`src/rtl/smb_blkbuf_pkg.sv`:
```
package smb_blkbuf_pkg;

  typedef enum logic [1:0] {
    RS_HCTL = 2'd0,
    RS_BCNT = 2'd1,
    RS_AUX  = 2'd2,
    RS_BDAT = 2'd3
  } reg_sel_e;

  localparam int AUX_CRC_BIT = 0;
  localparam int AUX_BUF_BIT = 1;

  // Saturating increment: stays at lim once reached.
  function automatic int unsigned sat_inc(input int unsigned v, input int unsigned lim);
    return (v >= lim) ? lim : v + 1;
  endfunction

  // Legal block length is 1..depth.
  function automatic logic len_legal(input int unsigned n, input int unsigned depth);
    return (n >= 1) && (n <= depth);
  endfunction

endpackage

```
`src/rtl/smb_blkbuf_ptr.sv`:
```
module smb_blkbuf_ptr
  import smb_blkbuf_pkg::*;
#(
  parameter int DEPTH = 32,
  localparam int IW = $clog2(DEPTH)
) (
  input  logic          clk,
  input  logic          rst_n,
  input  logic          clr,
  input  logic          step,
  output logic [IW-1:0] idx
);

  localparam logic [IW-1:0] TOP = IW'(DEPTH - 1);

  always_ff @(posedge clk) begin
    if (!rst_n)    idx <= '0;
    else if (clr)  idx <= '0;
    else if (step) idx <= IW'(sat_inc(32'(idx), DEPTH - 1));
  end

  AST_PTR_CLEAR: assert property (@(posedge clk) disable iff (!rst_n)
    clr |=> idx == '0);
  AST_PTR_STEP: assert property (@(posedge clk) disable iff (!rst_n)
    (step && !clr && idx != TOP) |=> idx == IW'($past(idx) + 1'b1));
  AST_PTR_SAT: assert property (@(posedge clk) disable iff (!rst_n)
    (step && !clr && idx == TOP) |=> idx == TOP);

endmodule

```
`src/rtl/smb_blkbuf_mem.sv`:
```
module smb_blkbuf_mem #(
  parameter int DEPTH = 32,
  parameter int W = 8,
  localparam int IW = $clog2(DEPTH)
) (
  input  logic          clk,
  input  logic          rst_n,
  input  logic          sw_we,
  input  logic [IW-1:0] sw_idx,
  input  logic [W-1:0]  sw_wd,
  output logic [W-1:0]  sw_q,
  input  logic          px_we,
  input  logic [IW-1:0] px_idx,
  input  logic [W-1:0]  px_wd,
  output logic [W-1:0]  px_q
);

  logic [W-1:0] ent [DEPTH];

  // Protocol push is the later assignment, so it wins on a shared entry.
  always_ff @(posedge clk) begin
    if (!rst_n) begin
      for (int e = 0; e < DEPTH; e++) ent[e] <= '0;
    end else begin
      if (sw_we) ent[sw_idx] <= sw_wd;
      if (px_we) ent[px_idx] <= px_wd;
    end
  end

  assign sw_q = ent[sw_idx];
  assign px_q = ent[px_idx];

  AST_PUSH_LANDS: assert property (@(posedge clk) disable iff (!rst_n)
    px_we |=> ent[$past(px_idx)] == $past(px_wd));
  AST_SW_LANDS: assert property (@(posedge clk) disable iff (!rst_n)
    (sw_we && !(px_we && px_idx == sw_idx)) |=> ent[$past(sw_idx)] == $past(sw_wd));

endmodule

```
`src/rtl/smb_blkbuf_regs.sv`:
```
module smb_blkbuf_regs
  import smb_blkbuf_pkg::*;
#(
  parameter int W = 8,
  parameter bit SUPPORT_BUF = 1'b1
) (
  input  logic         clk,
  input  logic         rst_n,
  input  logic [1:0]   sw_addr,
  input  logic         sw_wr,
  input  logic         sw_rd,
  input  logic [W-1:0] sw_wdata,
  input  logic [W-1:0] buf_q,
  input  logic         rx_cnt_load,
  input  logic [W-1:0] rx_cnt,
  output logic [W-1:0] sw_rdata,
  output logic         buf_en,
  output logic         crc_en,
  output logic [W-1:0] cnt,
  output logic         sw_rewind,
  output logic         sw_step,
  output logic         sw_buf_we
);

  reg_sel_e     sel;
  logic         bdat_hit;
  logic         aux_wr;
  logic         cnt_wr;
  logic         hold_wr;
  logic [W-1:0] hold;

  assign sel       = reg_sel_e'(sw_addr);
  assign bdat_hit  = (sw_wr || sw_rd) && (sel == RS_BDAT);
  assign aux_wr    = sw_wr && (sel == RS_AUX);
  assign cnt_wr    = sw_wr && (sel == RS_BCNT);
  assign hold_wr   = sw_wr && (sel == RS_BDAT) && !buf_en;
  assign sw_rewind = sw_rd && (sel == RS_HCTL);
  assign sw_step   = bdat_hit && buf_en;
  assign sw_buf_we = sw_wr && (sel == RS_BDAT) && buf_en;

  generate
    if (SUPPORT_BUF) begin : g_buf
      always_ff @(posedge clk) begin
        if (!rst_n)      buf_en <= 1'b0;
        else if (aux_wr) buf_en <= sw_wdata[AUX_BUF_BIT];
      end
    end else begin : g_nobuf
      assign buf_en = 1'b0;
    end
  endgenerate

  always_ff @(posedge clk) begin
    if (!rst_n) begin
      crc_en <= 1'b0;
      cnt    <= '0;
      hold   <= '0;
    end else begin
      if (aux_wr)           crc_en <= sw_wdata[AUX_CRC_BIT];
      if (rx_cnt_load)      cnt    <= rx_cnt;
      else if (cnt_wr)      cnt    <= sw_wdata;
      if (hold_wr)          hold   <= sw_wdata;
    end
  end

  always_comb begin
    sw_rdata = '0;
    case (sel)
      RS_HCTL: sw_rdata = '0;
      RS_BCNT: sw_rdata = cnt;
      RS_AUX: begin
        sw_rdata[AUX_CRC_BIT] = crc_en;
        sw_rdata[AUX_BUF_BIT] = buf_en;
      end
      RS_BDAT: sw_rdata = buf_en ? buf_q : hold;
      default: sw_rdata = '0;
    endcase
  end

  AST_AUX_CRC: assert property (@(posedge clk) disable iff (!rst_n)
    aux_wr |=> crc_en == $past(sw_wdata[AUX_CRC_BIT]));
  AST_CNT_RXWIN: assert property (@(posedge clk) disable iff (!rst_n)
    rx_cnt_load |=> cnt == $past(rx_cnt));
  AST_HOLD_READ: assert property (@(posedge clk) disable iff (!rst_n)
    (hold_wr && !aux_wr) |=> (!buf_en && sel == RS_BDAT) -> (sw_rdata == $past(sw_wdata)));

endmodule

```
`src/rtl/smb_blkbuf.sv`:
```
module smb_blkbuf
  import smb_blkbuf_pkg::*;
#(
  parameter int DEPTH = 32,
  parameter int W = 8,
  parameter bit SUPPORT_BUF = 1'b1
) (
  input  logic         clk,
  input  logic         rst_n,
  input  logic [1:0]   sw_addr,
  input  logic         sw_wr,
  input  logic         sw_rd,
  input  logic [W-1:0] sw_wdata,
  output logic [W-1:0] sw_rdata,
  output logic         buf_mode,
  output logic         crc_mode,
  output logic         len_ok,
  input  logic         xact_start,
  input  logic         tx_pop,
  output logic [W-1:0] tx_byte,
  input  logic         rx_push,
  input  logic [W-1:0] rx_byte,
  input  logic         rx_cnt_load,
  input  logic [W-1:0] rx_cnt
);

  localparam int IW = $clog2(DEPTH);

  logic [IW-1:0] sw_idx;
  logic [IW-1:0] px_idx;
  logic [W-1:0]  buf_q;
  logic [W-1:0]  cnt;
  logic          sw_rewind;
  logic          sw_step;
  logic          sw_buf_we;
  logic          px_step;
  logic          bdat_off_hit;

  assign px_step = tx_pop || rx_push;

  smb_blkbuf_regs #(.W(W), .SUPPORT_BUF(SUPPORT_BUF)) u_regs (
    .clk(clk), .rst_n(rst_n),
    .sw_addr(sw_addr), .sw_wr(sw_wr), .sw_rd(sw_rd), .sw_wdata(sw_wdata),
    .buf_q(buf_q), .rx_cnt_load(rx_cnt_load), .rx_cnt(rx_cnt),
    .sw_rdata(sw_rdata), .buf_en(buf_mode), .crc_en(crc_mode), .cnt(cnt),
    .sw_rewind(sw_rewind), .sw_step(sw_step), .sw_buf_we(sw_buf_we)
  );

  smb_blkbuf_ptr #(.DEPTH(DEPTH)) u_sw_ptr (
    .clk(clk), .rst_n(rst_n), .clr(sw_rewind), .step(sw_step), .idx(sw_idx)
  );

  smb_blkbuf_ptr #(.DEPTH(DEPTH)) u_px_ptr (
    .clk(clk), .rst_n(rst_n), .clr(xact_start), .step(px_step), .idx(px_idx)
  );

  smb_blkbuf_mem #(.DEPTH(DEPTH), .W(W)) u_mem (
    .clk(clk), .rst_n(rst_n),
    .sw_we(sw_buf_we), .sw_idx(sw_idx), .sw_wd(sw_wdata), .sw_q(buf_q),
    .px_we(rx_push), .px_idx(px_idx), .px_wd(rx_byte), .px_q(tx_byte)
  );

  assign len_ok = len_legal(32'(cnt), DEPTH);

  assign bdat_off_hit = (sw_wr || sw_rd) && (sw_addr == RS_BDAT) && !buf_mode;

  AST_OFF_PTR_HELD: assert property (@(posedge clk) disable iff (!rst_n)
    bdat_off_hit |=> $stable(sw_idx));
  AST_REWIND_SW_ONLY: assert property (@(posedge clk) disable iff (!rst_n)
    (sw_rewind && !xact_start && !px_step) |=> $stable(px_idx));

endmodule

```
`config.mk`:
```
export PLATFORM = sky130hd
export DESIGN_NAME = smb_blkbuf
export DESIGN_NICKNAME = d
export VERILOG_FILES = /design/src/rtl/smb_blkbuf_pkg.sv /design/src/rtl/smb_blkbuf_ptr.sv /design/src/rtl/smb_blkbuf_mem.sv /design/src/rtl/smb_blkbuf_regs.sv /design/src/rtl/smb_blkbuf.sv
export SDC_FILE = /design/constraint.sdc
export NUM_CORES = 1
export LEC_CHECK = 0
export BUFFER_PORTS_ARGS = -buffer_cell sky130_fd_sc_hd__buf_2
export CAP_MARGIN = 20
export CORE_ASPECT_RATIO = 2
export CORE_MARGIN = 5
export CORE_UTILIZATION = 40
export CTS_CLUSTER_DIAMETER = 60
export CTS_CLUSTER_SIZE = 8
export DETAILED_ROUTE_END_ITERATION = 8
export PLACE_DENSITY = 0.66
export SYNTH_ARGS = -nofsm -noshare
export SYNTH_HDL_FRONTEND = slang
export SYNTH_SLANG_ARGS = --single-unit
```
`constraint.sdc`:
```
create_clock -name clk -period 2.4 [get_ports clk]
set_input_delay 0.12 -clock clk [delete_from_list [all_inputs] [get_ports clk]]
set_output_delay 0.12 -clock clk [all_outputs]
set_load 0.01 [all_outputs]
```
==> impl_metrics.py <==
metrics = {
    "logic_synthesis": {
        "yosysTopAreaCellShare_pct": 45.7,
        "synth_commonest_cells": "a22o_1 (258), edfxtp_1 (256), mux4_2 (133), nor2_1 (91), clkbuf_1 (89)",
        "syn_avg_cell_area_sq_um": 13.6,
        "synthFlopType": "edfxtp_1",
        "synth_edf_count": 256,
        "yosysSeqAreaShare_pct": 50.2,
        "synth_cell_types": 50,
        "ys_ff_latch": 294,
        "netlist_instances": 1242,
        "synth_largest_area_cell": "edfxtp_1",
        "yosys_warnings": 0,
        "synthTopCellsByArea": "edfxtp_1 (46%), mux4_2 (18%), a22o_1 (13%), dfxtp_1 (4.5%), nor2_1 (2.0%)",
        "syn_area_sq_um": 16800,
        "syn_nets": 1286,
        "synth.most_common_cell": "a22o_1",
        "ys_async_sr_fraction_pct": 0,
    },
    "floorplanning": {
        "dieWidth_microns": 155,
        "fp.coreArea_sq_um": 41800,
        "fp.dieArea_sq_um": 46500,
        "pin_count": 53,
        "rows": 106,
        "start_util_pct": 40.3,
        "dieHeight_microns": 300,
    },
    "layout": {
        "drive_above_1_share_pct": 34.6,
        "final_area_sq_um": 20900,
        "nNetsFinal": 1445,
        "synthToLayoutAreaGrowth_pct": 23.9,
    },
    "pwr": {
        "internal-power_w": 0.00957,
        "switching_share_pct": 25.6,
        "vdd_ir_drop_max_uv": 408,
        "seqPwrFrac_pct": 45.9,
        "cellPowerDensity_nw_per_um2": 617,
        "p_clk_share_pct": 43.7,
        "p_leak_nw": 7.40,
        "p_sw_w": 0.00330,
        "power_frac_comb_pct": 10.4,
    },
    "place": {
        "placed_area_sq_um": 18600,
        "io_buffers": 52,
        "dpl.hpwl_microns": 48500,
        "gp_congestion": 1.00,
        "place_ws_ps": -125,
    },
    "grt": {
        "antenna_found_initial": 4,
        "grt_pass1_wl_microns": 97100,
        "grt_use_met3_pct": 6.42,
        "grt_use_met2_pct": 50.0,
        "grt.overflow.total": 0,
        "grt_usage_pct": 29.0,
        "grt_use_met1_pct": 28.9,
        "grt.busiest_layer": "met2",
        "grt_pass1_vias": 13700,
        "grt_max_degree": 38,
    },
    "timing": {
        "setup_ws_ps": -560,
        "final-hold-violation-count": 0,
        "fin_skew_ps": 20.4,
        "worst_pin_slew_ps": 1060,
        "report.final.slew_viol_count": 0,
        "setup_viol": 16,
        "fin_crit_sh_pct": 123,
        "rsz0062_at_grt": "true",
        "fmax_mhz": 338,
        "slew_headroom_pct": 29.2,
        "fin_crit_ps": 2960,
    },
    "detailed_routing": {
        "num_vias": 13800,
        "drt_pass1_iterations": 6,
        "drcViolationCount": 0,
        "viasPerCell": 6.98,
        "drtIter0Drc": 1588,
        "finalWirelength_microns": 69000,
        "ant_nets": 0,
        "routedWlPerCell_microns": 35.0,
    },
    "cts": {
        "clk_pin_slew_ps": 60,
        "cts_buffers": 42,
        "cts_sinks": 294,
        "clock_path_buffers": 3,
        "clk_latency_ps": 560,
        "h-tree-depth": 2,
        "root_buffer": "clkbuf_16",
        "cts_tree": "built",
    },
    "worst_setup_path": {
        "crit_arrival_ps": 2840,
        "critPathLaunchType": "flop",
        "cp_max_fo": 8,
        "cp-end-kind": "output pin",
        "path_class": "reg2out",
        "required_ps": 2280,
    },
    "min_path": {
        "hp-class": "in2reg",
    },
    "run_status": {
        "status": "complete, but fails checks",
        "violations": "negative setup slack",
    },
    "flow_run": {
        "cap_violations": 0,
    },
}
-- state kept, by name, summed over array words and instances, names as in the netlist, named ones only --
register,flops
u_regs.crc_en,1
u_mem.ent,256
u_regs.hold,8
u_regs.cnt,8
u_px_ptr.idx,5
u_sw_ptr.idx,5
u_regs.buf_en,1
-- final timing paths --
| path | start | slack, ps | to | cells after the start |
|---|---|---|---|---|
| max reg2reg | u_sw_ptr.idx[2] | 100 | flop | 4 |
| min reg2reg | u_regs.hold[6] | 470 | u_regs.hold[6] | 2 |
| max | flop | -560 | tx_byte[7] | 6 |
| min | rx_push | 5 | u_px_ptr.idx[4] | 3 |
-- through the flow --
step,hold WS [ps],util (%),TNS [ps],cells,total power (W)
after floorplan,330,-,0,1242,0.00656
after global placement,434,44.5,-297,1865,0.00715
after detailed placement,441,44.5,-322,1865,0.00717
after CTS,5.31,49.2,-6040,1970,0.0128
after global routing,31.5,49.9,-6560,1968,0.0131
final,4.88,49.9,-6120,1971,0.0129
-- layout make-up --
| type | instances | area (sq um) |
|---|---|---|
| clock buffers | 68 | 1170 |
| diodes | 3 | 7.51 |
| fillers | 3502 | 20900 |
| flip-flops and latches | 294 | 8460 |
| inverters | 6 | 22.5 |
| repair buffers | 235 | 2080 |
| well taps | 540 | 676 |
| multi-input cells | 822 | 8400 |
| clock inverters | 3 | 36.3 |
-- power groups by stage --
stage | Clock, W | Combinational [W] | Sequential [W]
detailed placement | 0 | 0.00118 | 0.00599
global route | 0.00583 | 0.00137 | 0.00590
global placement | 0 | 0.00116 | 0.00598
CTS | 0.00563 | 0.00125 | 0.00589
floorplan | 0 | 0.000681 | 0.00588
finish | 0.00563 | 0.00134 | 0.00591
-- repair_timing --
item / CTS / global route
pin swaps: 17 / 27
resized for setup: 81 / 64
endpoints found under the hold margin: 16 / 0
hold buffers: 10 / 0
setup endpoints to repair: 18 / 104
buffers inserted: 25 / 6
cloned: 3 / 1
-- cell usage in the layout, fill, tap and decap left out, drive strengths merged, types with 7 or more instances in the layout --
cell type | synthesis | final
a21oi | 9 | 9
edfxtp | 256 | 256
a221oi | 8 | 8
a211oi | 8 | 8
nand3 | 15 | 15
nand3b | 33 | 33
and3 | 10 | 10
dlygate4sd3 | 0 | 10
o21ai | 14 | 14
mux2 | 9 | 9
clkbuf | 89 | 69
dfxtp | 38 | 38
nand2 | 85 | 85
a22oi | 16 | 16
a21boi | 10 | 10
nor3 | 14 | 14
nor2b | 7 | 7
and2 | 10 | 10
nor2 | 91 | 91
a22o | 258 | 258
mux4 | 133 | 133
buf | 31 | 223
mux2i | 32 | 32
ha | 10 | 10
-- metal layers --
layer  up-vias  share of wire, %
met5         -             0.019
met4         2                12
met3       393               9.5
met2      1141                50
met1      6760                29
li1       5461                 -
-- worst max-delay path, stage by stage (launching register included) --
cell and delay, ps:
dfxtp_4 410, buf_12 120, buf_12 130, mux4_2 630, mux4_2 560, mux2_4 300
buf_6 120
-- cell families (layout without fill, tap and decap cells) --
logic type               Yosys count  after routing  synth area share, %
multiplexers                     174            174                 20.3
flip-flops                       294            294                 50.2
XOR/XNOR                           1              1               0.0520
buffers and inverters            126            312                 3.13
other                              0              3                    0
adder cells (fa/ha/maj)           10             10                0.743
AO/OA/AOI/OAI                    346            346                 17.2
AND/OR/NAND/NOR                  291            291                 8.45
No activity file was read; power rests on OpenSTA's default activity.
